`src/rtl/neuron_pkg.sv`:
```
package neuron_pkg;
  // Counting direction chosen by the per-synapse sign bit.
  typedef enum logic {
    DIR_UP   = 1'b0,
    DIR_DOWN = 1'b1
  } count_dir_e;

  // Biased preset: zero sits at 2^(w-1); subtract the threshold.
  function automatic int unsigned biased_preset(input int unsigned w, input int unsigned thr);
    return (32'd1 << (w - 1)) - thr;
  endfunction
endpackage

```
`src/rtl/neuron_phase_seq.sv`:
```
module neuron_phase_seq #(
  parameter int N_IN  = 8,
  localparam int SEL_W = $clog2(N_IN)
) (
  input  logic             clk,
  input  logic             rst_n,
  input  logic             restart,
  output logic [SEL_W-1:0] sel
);
  localparam logic [SEL_W-1:0] LAST = SEL_W'(N_IN - 1);

  always_ff @(posedge clk) begin
    if (!rst_n)         sel <= '0;
    else if (restart)   sel <= '0;
    else if (sel == LAST) sel <= '0;
    else                sel <= sel + 1'b1;
  end

  assert_phase_clear_R2: assert property (@(posedge clk) disable iff (!rst_n)
    restart |=> (sel == '0));
  assert_phase_step_R2: assert property (@(posedge clk) disable iff (!rst_n)
    (!restart && sel != LAST) |=> (sel == $past(sel) + 1'b1));
  assert_phase_wrap_R2: assert property (@(posedge clk) disable iff (!rst_n)
    (!restart && sel == LAST) |=> (sel == '0));
endmodule

```
`src/rtl/neuron_synapse_mux.sv`:
```
module neuron_synapse_mux #(
  parameter int N_IN  = 8,
  localparam int SEL_W = $clog2(N_IN)
) (
  input  logic [N_IN-1:0]  in_bits,
  input  logic [N_IN-1:0]  wt_bits,
  input  logic [N_IN-1:0]  sign_bits,
  input  logic [SEL_W-1:0] sel,
  output logic             prod,
  output logic             down
);
  logic [N_IN-1:0] chop;

  // One AND gate per synapse performs the stream multiplication.
  for (genvar k = 0; k < N_IN; k++) begin : g_syn
    assign chop[k] = in_bits[k] & wt_bits[k];
  end

  assign prod = chop[sel];
  assign down = sign_bits[sel];
endmodule

```
`src/rtl/neuron_accum.sv`:
```
module neuron_accum
  import neuron_pkg::*;
#(
  parameter int CNT_W  = 12,
  parameter int THRESH = 128
) (
  input  logic clk,
  input  logic rst_n,
  input  logic load,
  input  logic pulse,
  input  logic down,
  output logic cnt_msb
);
  localparam logic [CNT_W-1:0] PRESET = CNT_W'(biased_preset(CNT_W, THRESH));

  logic [CNT_W-1:0] cnt;
  logic             at_floor;
  logic             at_ceil;

  function automatic logic [CNT_W-1:0] sat_step(input logic [CNT_W-1:0] c, input logic dn);
    if (dn == DIR_DOWN) return (c == '0) ? c : c - 1'b1;
    else                return (c == '1) ? c : c + 1'b1;
  endfunction

  assign at_floor = (cnt == '0);
  assign at_ceil  = (cnt == '1);
  assign cnt_msb  = cnt[CNT_W-1];

  always_ff @(posedge clk) begin
    if (!rst_n)     cnt <= PRESET;
    else if (load)  cnt <= PRESET;
    else if (pulse) cnt <= sat_step(cnt, down);
  end

  assert_reload_R4: assert property (@(posedge clk) disable iff (!rst_n)
    load |=> (cnt == PRESET));
  assert_unit_step_R3: assert property (@(posedge clk) disable iff (!rst_n)
    !load |=> (cnt == $past(cnt) || cnt == $past(cnt) + 1'b1 || cnt == $past(cnt) - 1'b1));
  assert_idle_hold_R3: assert property (@(posedge clk) disable iff (!rst_n)
    (!load && !pulse) |=> $stable(cnt));
  assert_no_overflow_R6: assert property (@(posedge clk) disable iff (!rst_n)
    (!load && pulse && !down && at_ceil) |=> at_ceil);
  assert_no_underflow_R6: assert property (@(posedge clk) disable iff (!rst_n)
    (!load && pulse && down && at_floor) |=> at_floor);
endmodule

```
`src/rtl/bitstream_neuron.sv`:
```
module bitstream_neuron #(
  parameter int N_IN   = 8,
  parameter int CNT_W  = 12,
  parameter int THRESH = 128
) (
  input  logic            clk,
  input  logic            rst_n,
  input  logic            restart,
  input  logic [N_IN-1:0] in_bits,
  input  logic [N_IN-1:0] wt_bits,
  input  logic [N_IN-1:0] sign_bits,
  output logic            fire
);
  localparam int SEL_W = $clog2(N_IN);

  logic [SEL_W-1:0] sel;
  logic             prod;
  logic             down;
  logic             cnt_msb;
  logic             step_en;

  neuron_phase_seq #(.N_IN(N_IN)) u_phase (
    .clk(clk), .rst_n(rst_n), .restart(restart), .sel(sel)
  );

  neuron_synapse_mux #(.N_IN(N_IN)) u_mux (
    .in_bits(in_bits), .wt_bits(wt_bits), .sign_bits(sign_bits),
    .sel(sel), .prod(prod), .down(down)
  );

  // The product is discarded in a restart cycle.
  assign step_en = prod & ~restart;

  neuron_accum #(.CNT_W(CNT_W), .THRESH(THRESH)) u_acc (
    .clk(clk), .rst_n(rst_n), .load(restart),
    .pulse(step_en), .down(down), .cnt_msb(cnt_msb)
  );

  always_ff @(posedge clk) begin
    if (!rst_n)       fire <= 1'b0;
    else if (restart) fire <= cnt_msb;
  end

  assert_product_R1: assert property (@(posedge clk) disable iff (!rst_n)
    prod |-> (in_bits[sel] && wt_bits[sel]));
  assert_latch_msb_R5: assert property (@(posedge clk) disable iff (!rst_n)
    restart |=> (fire == $past(cnt_msb)));
  assert_fire_hold_R5: assert property (@(posedge clk) disable iff (!rst_n)
    !restart |=> $stable(fire));
endmodule

```
`config.mk`:
```
export PLATFORM = sky130hd
export DESIGN_NAME = bitstream_neuron
export DESIGN_NICKNAME = d
export VERILOG_FILES = /design/src/rtl/neuron_pkg.sv /design/src/rtl/neuron_phase_seq.sv /design/src/rtl/neuron_synapse_mux.sv /design/src/rtl/neuron_accum.sv /design/src/rtl/bitstream_neuron.sv
export SDC_FILE = /design/constraint.sdc
export NUM_CORES = 1
export LEC_CHECK = 0
export BUFFER_PORTS_ARGS = -buffer_cell sky130_fd_sc_hd__clkbuf_2
export CAP_MARGIN = 20
export CORE_ASPECT_RATIO = 1.25
export CORE_MARGIN = 2
export CORE_UTILIZATION = 45
export CTS_CLUSTER_SIZE = 10
export DETAILED_ROUTE_END_ITERATION = 12
export PLACE_DENSITY = 0.68
export SLEW_MARGIN = 20
export SYNTH_ARGS = -nofsm -noshare
export SYNTH_HDL_FRONTEND = slang
export SYNTH_HIERARCHICAL = 1
export SYNTH_SLANG_ARGS = --single-unit
```
`constraint.sdc`:
```
create_clock -name clk -period 3.3 [get_ports clk]
set_clock_uncertainty 0.05 [all_clocks]
set_input_delay 0.495 -clock clk [delete_from_list [all_inputs] [get_ports clk]]
set_output_delay 0.495 -clock clk [all_outputs]
set_load 0.01 [all_outputs]
```
== Word level (Yosys, flattened, before mapping) ==
Index checks and enable logic that the tools add are counted.

* Bits in registers: 16
* Bits of input ports: 27
* Output and inout bits: 1

* Add/sub/neg operators: 3
* Magnitude comparators: 1
* Eq/ne operators: 4
* Mux-type cells: 7
* Bitwise logic cells: 11
* Reductions and logical operators: 4

{| class="wikitable"
|+ Operators by type and width
! operator !! number
|-
| $mux 12 || 3
|-
| $add 12x1->12 const B || 1
|-
| $eq 12x12->1 const B || 1
|-
| $logic_not 12->1 || 1
|-
| $sub 12x1->12 const B || 1
|-
| $and 1x1->1 || 9
|-
| $bmux 1 s3 || 2
|-
| $lt 3x4->1 const B || 1
|-
| $ne 2x2->1 const B || 2
|-
| $add 3x1->3 const B || 1
|-
| $eq 3x3->1 const B || 1
|-
| $reduce_and 3->1 || 1
|-
| $reduce_or 3->1 || 1
|-
| $mux 1 || 2
|-
| $not 1->1 || 2
|-
| $reduce_or 2->1 || 1
|}

== Depth between registers and ports, before layout ==
* Word-level depth: 5
* Depth in mapped cells: 12
* Mapped depth without buffers: 11

== Modules after synthesis ==
The synthesis kept the hierarchy.

{| class="wikitable"
|+ Modules (own cells, without submodules)
! module !! instances !! cells each !! area each (um^2)
|-
| neuron_accum || 1 || 118 || 939.7
|-
| neuron_synapse_mux || 1 || 25 || 190.2
|-
| neuron_phase_seq || 1 || 8 || 125.1
|-
| bitstream_neuron || 1 || 4 || 45.0
|}

== Least setup slack after synthesis ==
No wires, ideal clock.

* Kind: reg-to-reg
* Start point: reg u_phase.sel[0]
* End point: reg u_acc.cnt[11]
* Setup time: 70 ps
* Data arrival time: 2893 ps
* Data required time: 3180 ps
* Slack: 287 ps
* Stages on the path, launching flop included: 11
* Path buffers: 0
* Period minus slack after synthesis: 3013 ps
* Cell sequence: dfxtp_1 > mux4_1 > mux2_2 > ha_1 > a211oi_2 > nor2_2 > o221ai_2 > o21ai_2 > xnor2_1 > or3_1 > a21oi_1

* Longest elaborated chain between the ends: 4
* Elaborated cells on any way between the ends: 9
* Classes of those cells: eq/ne (2); mux (5); bitwise (1); reduce/logical (1)

{| class="wikitable"
|+ Ends and longest elaborated chain
! item !! line !! text
|-
| from (decl) || neuron_phase_seq.sv:8 || <nowiki>output logic [SEL_W-1:0] sel</nowiki>
|-
| from (signal assigned) || neuron_phase_seq.sv:16 || <nowiki>else sel <= sel + 1'b1;</nowiki>
|-
| $bmux 1 s3 * || neuron_synapse_mux.sv:20 || <nowiki>assign down = sign_bits[sel];</nowiki>
|-
| $mux 1 (implied by the code) * || neuron_synapse_mux.sv:20 ||
|-
| named net down || bitstream_neuron.sv:18 || <nowiki>logic down;</nowiki>
|-
| $ne 2x2->1 (no line) || n/a ||
|-
| $reduce_and 3->1 (no line) || n/a ||
|-
| to (signal assigned) || neuron_accum.sv:32 || <nowiki>else if (pulse) cnt <= sat_step(cnt, down);</nowiki>
|-
| to (decl) || neuron_accum.sv:16 || <nowiki>logic [CNT_W-1:0] cnt;</nowiki>
|}

Mark *: on every way through the listed nets, which the timed path passes. The rest lies on a longest branch. The select of a mux whose other input is x is not followed.
A chain may end at the register's enable or synchronous reset.

== Final worst setup path ==
Ends and elaborated chain as after synthesis.

==> results.py <==
metrics = {
    "worst_setup_path": {
        "crit_buf_inv": 0,
        "worstSetupPathType": "flip-flop to flip-flop",
        "slowest_stage": "mux4_1",
        "worstPathArrival_ns": 3.27,
        "crit_chain": "mux4_1 > mux2_2 > ha_1 > a211oi_2 > nor2_2 > o221ai_2 > o21ai_2 > xnor2_1 > or3_1 > a21oi_1",
        "rr_worst_depth": 10,
        "worstPathMaxFanout": 12,
        "endpoint_kind": "flip-flop",
        "cp_num_cells": 10,
        "cp-start-kind": "flip-flop",
        "critPathMaxStageDelay_ns": 0.56,
        "required_ns": 3.46,
        "cp_top_family": "multiplexers",
    },
    "timing": {
        "hold-worst-slack_ns": 0.426,
        "finalWorstSetupSlack_ns": 0.192,
        "min_period_over_period_pct": 94.2,
        "worst_pin_slew_ns": 0.402,
        "finalSetupViolCount": 0,
        "hold_viol_final": 0,
        "drv_slew": 0,
        "fin_tns_setup_ns": 0,
        "relSlewSlack_pct": 73.2,
        "fmax_mhz": 322,
        "min_period_ns": 3.11,
        "rsz0062_at_grt": "no",
    },
    "logic_synthesis": {
        "synthArstFlopShare_pct": 0,
        "synth_enable_flop_cells": 0,
        "synthCells": 155,
        "ys_seq_area_share_pct": 24.6,
        "synthFlopType": "dfxtp_1",
        "ys_types": 43,
        "synth_nets": 195,
        "ys_ff_latch": 16,
        "syn-cell-area_um2": 1300,
        "yosys_warnings": 6,
        "avgSynthCellArea_um2": 8.39,
    },
    "floorplanning": {
        "die_x_um": 52.1,
        "num_io_pins": 28,
        "rows": 21,
        "initial_core_util_pct": 48.0,
        "die-area_um2": 3340,
        "die_y_um": 64.1,
        "coreArea_um2": 2710,
    },
    "routing": {
        "wl_per_cell_um": 13.6,
        "final_antenna_net_count": 0,
        "drt-total-wl_um": 2980,
        "vias": 1246,
        "drc": 0,
        "dr.pass1.iters": 4,
        "drt_iter0_drc": 32,
        "viasPerCell": 5.69,
    },
    "finish": {
        "fin_cells": 219,
        "area_growth_pct": 16.7,
        "final_cell_mix": "clkbuf_2, nor2_1, dfxtp_1, a21oi_1",
        "seq_area_um2": 320,
        "num-fill-cells": 252,
        "layout_commonest_cell": "clkbuf_2",
        "layout-drive-gt1-share_pct": 25.4,
        "antennaDiodeCount": 0,
        "fin_nets": 226,
        "multi_input_area_um2": 938,
    },
    "global_routing": {
        "antenna_found_initial": 0,
        "grt_use_total_pct": 19.0,
        "grt_pass1_vias": 1204,
        "grt_remaining_overflow": 0,
        "grt_max_degree": 21,
        "grt_pass1_wl_um": 4950,
    },
    "placed_design": {
        "io_buffers": 27,
        "dp_cells": 215,
        "pre_cts_ws_ns": 0.0643,
        "hpwl_um": 2360,
        "gp_congestion": 0.849,
    },
    "power_and_ir_drop": {
        "power.leakage_nw": 0.650,
        "ir_drop_v": 0.000140,
        "power-per-cell-area_nw_per_um2": 306,
    },
    "clock_tree": {
        "cts_tree": "done",
        "postCtsHoldBufs": 0,
        "postCtsSetupBuffers": 0,
        "ctsResizeCount": 0,
        "cts.sinks": 16,
        "clk_pin_slew_worst_paths_ns": 0.10,
        "htree_levels": 1,
        "cts-root-buf": "clkbuf_4",
        "clock_path_buffers": 2,
        "clock_latency_ns": 0.28,
        "numCtsBuffers": 3,
    },
    "status": {
        "status": "finished clean",
    },
    "hold_path": {
        "worstHoldPathCells": 2,
        "hp-class": "input port to flip-flop",
    },
    "run": {
        "maxCapViolations": 0,
    },
}
through the flow:
stage | utilization, % | cell area, µm² | total power [mW]
after global routing | 56.1 | 1520 | 0.489
after floorplan | - | 1300 | 0.302
after detailed placement | 54.7 | 1480 | 0.339
after CTS | 56.1 | 1520 | 0.468
final | 56.1 | 1520 | 0.465
after global placement | 54.7 | 1480 | 0.335
metal layers:
layer	GRT usage, %	up-vias	share of wire [%]
met2	36.1	39	51
li1	-	638	-
met3	1.40	2	4.0
met1	21.5	567	44
met4	6.25	0	0.90
met5	0	-	0
power by group:
| group | total [mW] | switching (mW) | internal (mW) |
|---|---|---|---|
| combinational | 0.132 | 0.0691 | 0.0633 |
| sequential | 0.203 | 0.00581 | 0.197 |
| clock | 0.130 | 0.0625 | 0.0671 |
cell families (layout without fill, tap and decap cells):
logic type / count (synthesis) / after routing / synth area share, %
and+or+nand+nor: 60 / 60 / 24.7
AOI/OAI and AO/OA: 42 / 42 / 21.2
DFF: 16 / 16 / 24.6
adders and majority gates: 13 / 13 / 13.1
xor gates and xnor gates: 10 / 10 / 6.74
buffers and inverters: 9 / 39 / 3.18
muxes: 5 / 5 / 6.45
worst paths after layout:
path | startpoint | endpoint | slack (ns)
setup reg to reg | u_phase/sel[0] | u_acc/cnt[11] | 0.19
hold / removal | restart | u_phase/sel[0] | 0.43
setup / recovery | u_phase/sel[0] | u_acc/cnt[11] | 0.19
hold reg to reg | fire | fire | 0.48
area by class of cell:
class / instances / share of cell area [%]
flip-flops and latches: 16 / 21.1
clock buffers: 4 / 2.39
repair buffers: 31 / 10.9
multi-input cells: 130 / 61.8
well taps: 34 / 2.80
inverters: 4 / 0.989
synthesized netlist by cell type, drive strengths merged (2+ instances only):
library cell  count  area [µm²]
nor2             18        70.1
mux4              2        52.6
nor4              3        18.8
ha               12         150
o21bai            2        15.0
nand3             5        25.0
a211oi            2        20.0
buf               4        22.5
nand2            12        45.0
and4bb            2        25.0
xor2              5        43.8
nand2b            4        25.0
nand4             4        25.0
mux2i             2        20.0
o211ai            5        37.5
inv               4        15.0
a21oi            16        80.1
a21o              2        16.3
a31oi             2        12.5
nor2b             3        18.8
nor3              2        10.0
xnor2             5        43.8
o21ai             9        52.6
dfxtp            16         320
sequential cells by signal, summed over array words and instances, names as in the netlist:
| name | count |
|---|---|
| u_phase/sel | 3 |
| fire | 1 |
| u_acc/cnt | 12 |
Power figures use the tool's default switching activity.
